## config.mk

```make
export PLATFORM = sky130hd
export DESIGN_NAME = mash_mod
export DESIGN_NICKNAME = d
export VERILOG_FILES = /design/src/rtl/mash_pkg.sv /design/src/rtl/mash_acc_stage.sv /design/src/rtl/mash_recomb.sv /design/src/rtl/mash_mod.sv
export SDC_FILE = /design/constraint.sdc
export NUM_CORES = 1
export LEC_CHECK = 0
export BUFFER_PORTS_ARGS = -buffer_cell sky130_fd_sc_hd__buf_2
export CAP_MARGIN = 20
export CORE_ASPECT_RATIO = 1.75
export CORE_UTILIZATION = 30
export DETAILED_ROUTE_END_ITERATION = 12
export SLEW_MARGIN = 10
export SYNTH_ARGS = -nofsm -noshare
export SYNTH_HDL_FRONTEND = slang
export SYNTH_HIERARCHICAL = 1
export SYNTH_SLANG_ARGS = --single-unit
export TNS_END_PERCENT = 5
```

## constraint.sdc

```tcl
create_clock -name clk -period 5.3 [get_ports clk]
set_input_delay 0.265 -clock clk [delete_from_list [all_inputs] [get_ports clk]]
set_output_delay 0.265 -clock clk [all_outputs]
set_load 0.005 [all_outputs]
```

## src/rtl/mash_pkg.sv

```systemverilog
// Package: shared constants for the MASH fractional modulator.
// Assumes a fixed three-stage cascade; the offset width covers -3..+4.
package mash_pkg;
    localparam int NUM_STAGES = 3;
    localparam int OFS_W      = 4;
    typedef logic signed [OFS_W-1:0] ofs_t;
endpackage

```

## src/rtl/mash_acc_stage.sv

```systemverilog
// Module: one first-order accumulator stage of the cascade.
// Adds add_i to the stored residue modulo 2^W, exposes the next residue
// (sum_o) and the overflow bit (carry_o). Assumes clr_i has priority over
// accumulation; clearing takes effect at the edge.
module mash_acc_stage #(
    parameter int W = 18
) (
    input  logic         clk,
    input  logic         rst_n,
    input  logic         clr_i,
    input  logic [W-1:0] add_i,
    output logic [W-1:0] sum_o,
    output logic         carry_o,
    output logic [W-1:0] acc_o
);
    logic [W-1:0] acc_q;
    logic [W:0]   full;

    // Wide add: the extra bit is the overflow of the modulo-2^W sum.
    always_comb begin
        full    = {1'b0, acc_q} + {1'b0, add_i};
        sum_o   = full[W-1:0];
        carry_o = full[W];
    end

    // Residue register, cleared by reset or by the stage clear.
    always_ff @(posedge clk) begin
        if (!rst_n || clr_i) acc_q <= '0;
        else                 acc_q <= sum_o;
    end

    assign acc_o = acc_q;
endmodule

```

## src/rtl/mash_recomb.sv

```systemverilog
// Module: noise-cancelling recombination of the stage carries.
// Computes c1 + (1-z^-1)c2 + (1-z^-1)^2 c3 into a registered signed offset.
// Assumes hold_i marks an order-change cycle: downstream terms are masked
// and delay history is cleared. The third term is dropped in two-stage mode.
module mash_recomb
    import mash_pkg::*;
(
    input  logic                  clk,
    input  logic                  rst_n,
    input  logic [NUM_STAGES-1:0] cy_i,
    input  logic                  mode2_i,
    input  logic                  hold_i,
    input  logic                  bypass_i,
    output ofs_t                  ofs_o
);
    logic        c2_d1, c3_d1, c3_d2;
    logic [OFS_W-1:0] term1, term2, term3, total;
    ofs_t        ofs_q;

    // Carry delay line feeding the difference paths.
    always_ff @(posedge clk) begin
        if (!rst_n || bypass_i || hold_i) begin
            c2_d1 <= 1'b0;
            c3_d1 <= 1'b0;
            c3_d2 <= 1'b0;
        end else begin
            c2_d1 <= cy_i[1];
            c3_d1 <= cy_i[2];
            c3_d2 <= c3_d1;
        end
    end

    // Sum of the first carry and the masked first/second differences.
    always_comb begin
        term1 = OFS_W'(cy_i[0]);
        term2 = hold_i ? '0 : (OFS_W'(cy_i[1]) - OFS_W'(c2_d1));
        term3 = (hold_i || mode2_i) ? '0
              : (OFS_W'(cy_i[2]) - {{(OFS_W-2){1'b0}}, c3_d1, 1'b0} + OFS_W'(c3_d2));
        total = term1 + term2 + term3;
    end

    // Output register; forced to zero during reset and bypass.
    always_ff @(posedge clk) begin
        if (!rst_n || bypass_i) ofs_q <= '0;
        else                    ofs_q <= ofs_t'(total);
    end

    assign ofs_o = ofs_q;
endmodule

```

## src/rtl/mash_mod.sv

```systemverilog
// Module: selectable-order MASH fractional modulator (top).
// Feeds the (optionally dithered) fraction into a three-stage accumulator
// cascade; stage n+1 accumulates the residue of stage n. In two-stage mode
// the third stage is held cleared. Assumes frac_i is held steady for long
// stretches; order changes restart the downstream stages.
module mash_mod
    import mash_pkg::*;
#(
    parameter int FRAC_W = 18
) (
    input  logic              clk,
    input  logic              rst_n,
    input  logic [FRAC_W-1:0] frac_i,
    input  logic              order2_i,
    input  logic              dither_en_i,
    input  logic              bypass_i,
    output logic signed [OFS_W-1:0] ofs_o
);
    localparam int NST = NUM_STAGES;

    logic              order_q;
    logic              tgl_q;
    logic              order_chg;
    logic [FRAC_W-1:0] k_eff;
    logic [FRAC_W-1:0] st_add [NST];
    logic [FRAC_W-1:0] st_sum [NST];
    logic [FRAC_W-1:0] st_acc [NST];
    logic [NST-1:0]    st_cy;
    logic [NST-1:0]    st_clr;
    ofs_t              rc_ofs;

    // Remembers the order seen at the previous edge to spot a change.
    always_ff @(posedge clk) begin
        if (!rst_n) order_q <= order2_i;
        else        order_q <= order2_i;
    end

    // Dither toggle: alternates while enabled, rests at zero otherwise.
    always_ff @(posedge clk) begin
        if (!rst_n || bypass_i || !dither_en_i) tgl_q <= 1'b0;
        else                                    tgl_q <= ~tgl_q;
    end

    // Effective fraction and per-stage clear decode.
    always_comb begin
        order_chg = (order2_i != order_q);
        k_eff     = frac_i ^ {{(FRAC_W-1){1'b0}}, tgl_q};
        st_clr[0] = bypass_i;
        st_clr[1] = bypass_i | order_chg;
        st_clr[2] = bypass_i | order_chg | order2_i;
    end

    generate
        for (genvar g = 0; g < NST; g++) begin : g_stage
            if (g == 0) begin : g_head
                assign st_add[g] = k_eff;
            end else begin : g_tail
                assign st_add[g] = st_sum[g-1];
            end
            mash_acc_stage #(.W(FRAC_W)) u_stage (
                .clk    (clk),
                .rst_n  (rst_n),
                .clr_i  (st_clr[g]),
                .add_i  (st_add[g]),
                .sum_o  (st_sum[g]),
                .carry_o(st_cy[g]),
                .acc_o  (st_acc[g])
            );
        end
    endgenerate

    mash_recomb u_recomb (
        .clk     (clk),
        .rst_n   (rst_n),
        .cy_i    (st_cy),
        .mode2_i (order2_i),
        .hold_i  (order_chg),
        .bypass_i(bypass_i),
        .ofs_o   (rc_ofs)
    );

    assign ofs_o = rc_ofs;

    // two-stage mode keeps the offset within -1..+2
    a_r2_range_two: assert property (@(posedge clk) disable iff (!rst_n)
        (order2_i && order_q && !bypass_i) |=> (ofs_o >= -1 && ofs_o <= 2));

    // three-stage mode keeps the offset within -3..+4
    a_r3_range_three: assert property (@(posedge clk) disable iff (!rst_n)
        (!order2_i && !bypass_i) |=> (ofs_o >= -3 && ofs_o <= 4));

    // bypass forces a zero offset and empties the first stage
    a_r5_bypass_zero: assert property (@(posedge clk) disable iff (!rst_n)
        bypass_i |=> (ofs_o == 0 && st_acc[0] == '0));

    // an order change clears downstream stages; offset is c1 alone
    a_r7_switch_clear: assert property (@(posedge clk) disable iff (!rst_n)
        (order_chg && !bypass_i) |=> (st_acc[1] == '0 && st_acc[2] == '0
                                      && ofs_o >= 0 && ofs_o <= 1));

    // offset is zero on the edge following reset
    a_r8_reset_zero: assert property (@(posedge clk)
        !rst_n |=> (ofs_o == 0));
endmodule

```

[Word-level counts from Yosys, hierarchy flattened]
Index checks and enable logic that the tools add are counted.
Operators by class
  reductions and logical operators: 8
  mux-type cells: 2
  equality and inequality tests: 1
  $add $sub $neg: 8
  bitwise logic cells: 4
Operator list (count)
  18-bit by 18-bit adder with 19-bit output: 3
  18-bit by 1-bit bitwise XOR with 18-bit output: 1
  4-bit 2-to-1 mux: 2
  1-bit logical OR: 6
  1-bit by 4-bit adder with 4-bit output: 1
  4-bit by 1-bit adder with 4-bit output: 1
  4-bit adder: 1
  1-bit by 2-bit subtractor with 3-bit output: 1
  1-bit logical NOT: 2
  1-bit bitwise OR: 2
  1-bit by 1-bit subtractor with 2-bit output: 1
  1-bit != test: 1
  1-bit inverter: 1
Word-level totals
  bits of input ports: 23
  output and inout bits: 4
  register bits: 63

[Longest topological paths before layout]
  depth after elaboration: 8
  gate-level depth with buffers: 30

[Modules after synthesis]
The synthesis kept the hierarchy.
Modules (own cells, without submodules)
  mash_acc_stage at g_stage[1].u_stage ...: seq. area each 360.3 um^2, area an instance 1605.3 um^2, cells each 200, instances 2
  mash_acc_stage at g_stage[0].u_stage: seq. area each 360.3 um^2, area an instance 1569.0 um^2, cells each 195, instances 1
  mash_recomb: seq. area each 140.1 um^2, area an instance 387.9 um^2, cells each 37, instances 1
  mash_mod: seq. area each 40.0 um^2, area an instance 80.1 um^2, cells each 7, instances 1

[Worst setup path after synthesis]
Ideal clock, no wire load.
  kind: reg-to-reg
  start point: reg tgl_q
  end point: reg u_recomb.ofs_q[3], in the netlist u_recomb/ofs_o[3]
  period minus slack after synthesis: 5.703 ns
  setup time: 0.084 ns
  setup slack: -0.403 ns
  data arrival time: 5.619 ns
  stages on the path, launching flop included: 30
  path through: dfxtp_1 > xor2_1 > ha_1 > inv_1 > fa_1 > nand2b_1 > a21o_1 > a211o_1 > a21boi_0 > nor2_1 > ha_1 > buf_2 > nand4_1 > or2_4 > o221ai_2 > nor2_1 > xnor2_1 > ha_1 > clkbuf_1 > a21o_1 > a211oi_1 > a21oi_1 > a21boi_1 > ha_1 > inv_1 > ha_1 > nor3_1 > ha_1 > nor2b_1 > o31ai_2
RTL lines
  from (decl): line mash_mod.sv:22  | logic tgl_q;
  from (signal assigned): line mash_mod.sv:41  | else tgl_q <= ~tgl_q;
  to (signal assigned): line mash_recomb.sv:45  | else ofs_q <= ofs_t'(total);
  to (decl): line mash_recomb.sv:18  | ofs_t ofs_q;

==> impl_metrics.env <==
export IMPL_status="finished with violations"
export IMPL_violations="setup timing"
export IMPL_dp_cells=962
export IMPL_firstDrtPassIters=4
export IMPL_cts_tree="built"
export IMPL_core_um2=16900
export IMPL_drcViolationCount=0
export IMPL_rsz0062_at_grt="yes"
export IMPL_finalPower_w=0.00208
export IMPL_die_w_um=101
export IMPL_routed_via_density=4.89
export IMPL_dp_hpwl_um=11200
export IMPL_multi_input_area_um2=3870
export IMPL_grt_ovfl_total=0
export IMPL_wirelength_um=13700
export IMPL_ios=27
export IMPL_setup_viol=3
export IMPL_dieHeight_um=176
export IMPL_slew_limit_headroom=0.315
export IMPL_drv_cap=0
export IMPL_hold_viol=0
export IMPL_clk_pin_slew_ns=0.06
export IMPL_rows=63
export IMPL_p_leak_nw=3.14
export IMPL_track_usage=0.160
export IMPL_nets=844
export IMPL_slew_viol_final=0
export IMPL_grt_max_degree=19
export IMPL_wire_per_inst_um=13.8
export IMPL_critPathMaxFanout=5
export IMPL_via_count=4839
export IMPL_avgSynthCellArea_um2=8.26
export IMPL_postCtsHoldBufs=0
export IMPL_initial_core_util=0.306
export IMPL_cp_arrival_ns=5.66
export IMPL_syn_inst=626
export IMPL_grt_pass1_wl_um=21900
export IMPL_cp_start_kind="register"
export IMPL_n_antenna_cell=0
export IMPL_fmax_mhz=184
export IMPL_ctsRootBufferMaster="clkbuf_16"
export IMPL_min_period_over_period=1.02
export IMPL_drt_iter0_drc=190
export IMPL_syn_area_um2=5170
export IMPL_cts_htree_levels=3
export IMPL_drive_above_1_share=0.297
export IMPL_clock_path_buffers=2
export IMPL_fin_cells=989
export IMPL_crit_type="reg -> reg"
export IMPL_synth_fp_nets=713
export IMPL_io_buffers=26
export IMPL_ff2ff_setup_slack_ns=-0.12
export IMPL_worst_slew_pin_slew_ns=1.01
export IMPL_ant_nets=0
export IMPL_pre_cts_slack_ns=-0.345
export IMPL_setup_ws_ns=-0.122
export IMPL_fin_crit_ns=5.42
export IMPL_clock_sinks=63
export IMPL_end_kind="register"
export IMPL_yosys_warnings=6
export IMPL_grt_pass1_vias=4824
export IMPL_hold_path_class="in -> reg"
export IMPL_power_density_nw_per_um2=305
export IMPL_fill_cells=1725
export IMPL_area_growth_pct=32.2
export IMPL_finalClockSkew_ns=0.00748
export IMPL_tns_ns=-0.262
export IMPL_peakVddDrop_uv=154
export IMPL_fp_dieArea_um2=17800
export IMPL_regArea_um2=1260
export IMPL_critical_path_required_ns=5.53
export IMPL_clock_latency_ns=0.34
export IMPL_place_congestion=0.876
export IMPL_cts_buffers=9
export IMPL_antenna_found_initial=0
## state kept, by name, summed over array words and instances, names as in the netlist
register	cells
g_stage.u_stage/acc_o	54
order_q	1
tgl_q	1
u_recomb/c2_d1	1
u_recomb/c3_d1	1
u_recomb/c3_d2	1
u_recomb/ofs_o	4
## critical path, stage by stage, from the launching register on
cell and delay (ns):
dfxtp_2 0.33, xor2_1 0.15, ha_2 0.19, inv_1 0.05, fa_2 0.33, nand2b_4 0.15, a21o_4 0.23, a211oi_4 0.26
o21ai_2 0.10, xnor2_1 0.13, ha_1 0.36, buf_4 0.16, nand4_1 0.11, inv_1 0.07, a221oi_2 0.26, o21ai_2 0.10
xor2_1 0.22, ha_1 0.31, a211oi_2 0.26, a21oi_1 0.09, a21boi_2 0.17, ha_1 0.28, nand2_1 0.07, fa_2 0.35
inv_2 0.06, fa_1 0.39, inv_1 0.07, nor2_1 0.04
## timing repair
| action | CTS | global route |
|---|---|---|
| gates resized for setup | 15 | 19 |
| pin swaps | 19 | 11 |
| endpoints found under the setup margin | 3 | 4 |
| buffers inserted | 7 | 4 |
## area by class of cell
class                   instances  share of cell area
multi-input cells             513               0.566
clock inverters                 4             0.00659
clock buffers                  12              0.0361
well taps                     227              0.0416
inverters                      22              0.0121
repair buffers                148               0.153
flip-flops and latches         63               0.185
## power breakdown
group / internal (W) / switching, W
registers: 0.000502 / 0.00000939
logic: 0.000469 / 0.000503
clock network: 0.000375 / 0.000225
total: 0.00135 / 0.000737
## per-stage QoR
stage,area (um2),hold slack (ns),utilization
after CTS,6720,0.110,0.398
final,6840,0.124,0.405
after detailed placement,6310,0.466,0.374
after global routing,6840,0.131,0.405
after floorplan,5220,0.293,-
after global placement,6310,0.459,0.374
## path summary, 6_finish.rpt
path,start,end,cells past startpoint
min,order2_i,order_q,1
max,tgl_q,u_recomb/ofs_o[1],27
min reg2reg,u_recomb/c3_d1,u_recomb/c3_d2,1
max reg2reg,tgl_q,u_recomb/ofs_o[1],27
## placed cells by master, fill, tap and decap left out, types with 3 or more instances in the layout
master,n
clkinv_2,3
fa_1,3
and2_1,21
o21bai_1,3
mux2i_1,16
a211oi_4,4
o21a_1,25
nor2b_1,10
nor3b_1,3
o21ai_1,4
a21o_1,18
a21oi_1,47
o211ai_1,7
nand2_1,68
xnor2_1,19
dfxtp_1,62
xor2_1,12
o21ai_0,10
a211o_1,3
o21ai_2,6
o31ai_2,3
nand4b_1,3
nand4_1,11
buf_2,26
a211oi_2,7
inv_1,20
nor2_1,35
nand2b_1,22
ha_1,56
and3_1,3
nand3_1,5
nor3_1,28
a21oi_2,13
a21boi_1,4
clkbuf_16,9
buf_4,122
a21boi_2,4
## per-layer routing
layer / wire [um] / part of all wire / vias to the layer above / track usage
met5: 0 / 0 / - / 0
met4: 575 / 0.042 / 0 / 0.0960
li1: - / - / 2507 / -
met1: 5050 / 0.37 / 2248 / 0.142
met2: 7910 / 0.58 / 50 / 0.326
met3: 147 / 0.011 / 34 / 0.0191
No activity file was read; power rests on OpenSTA's default activity.
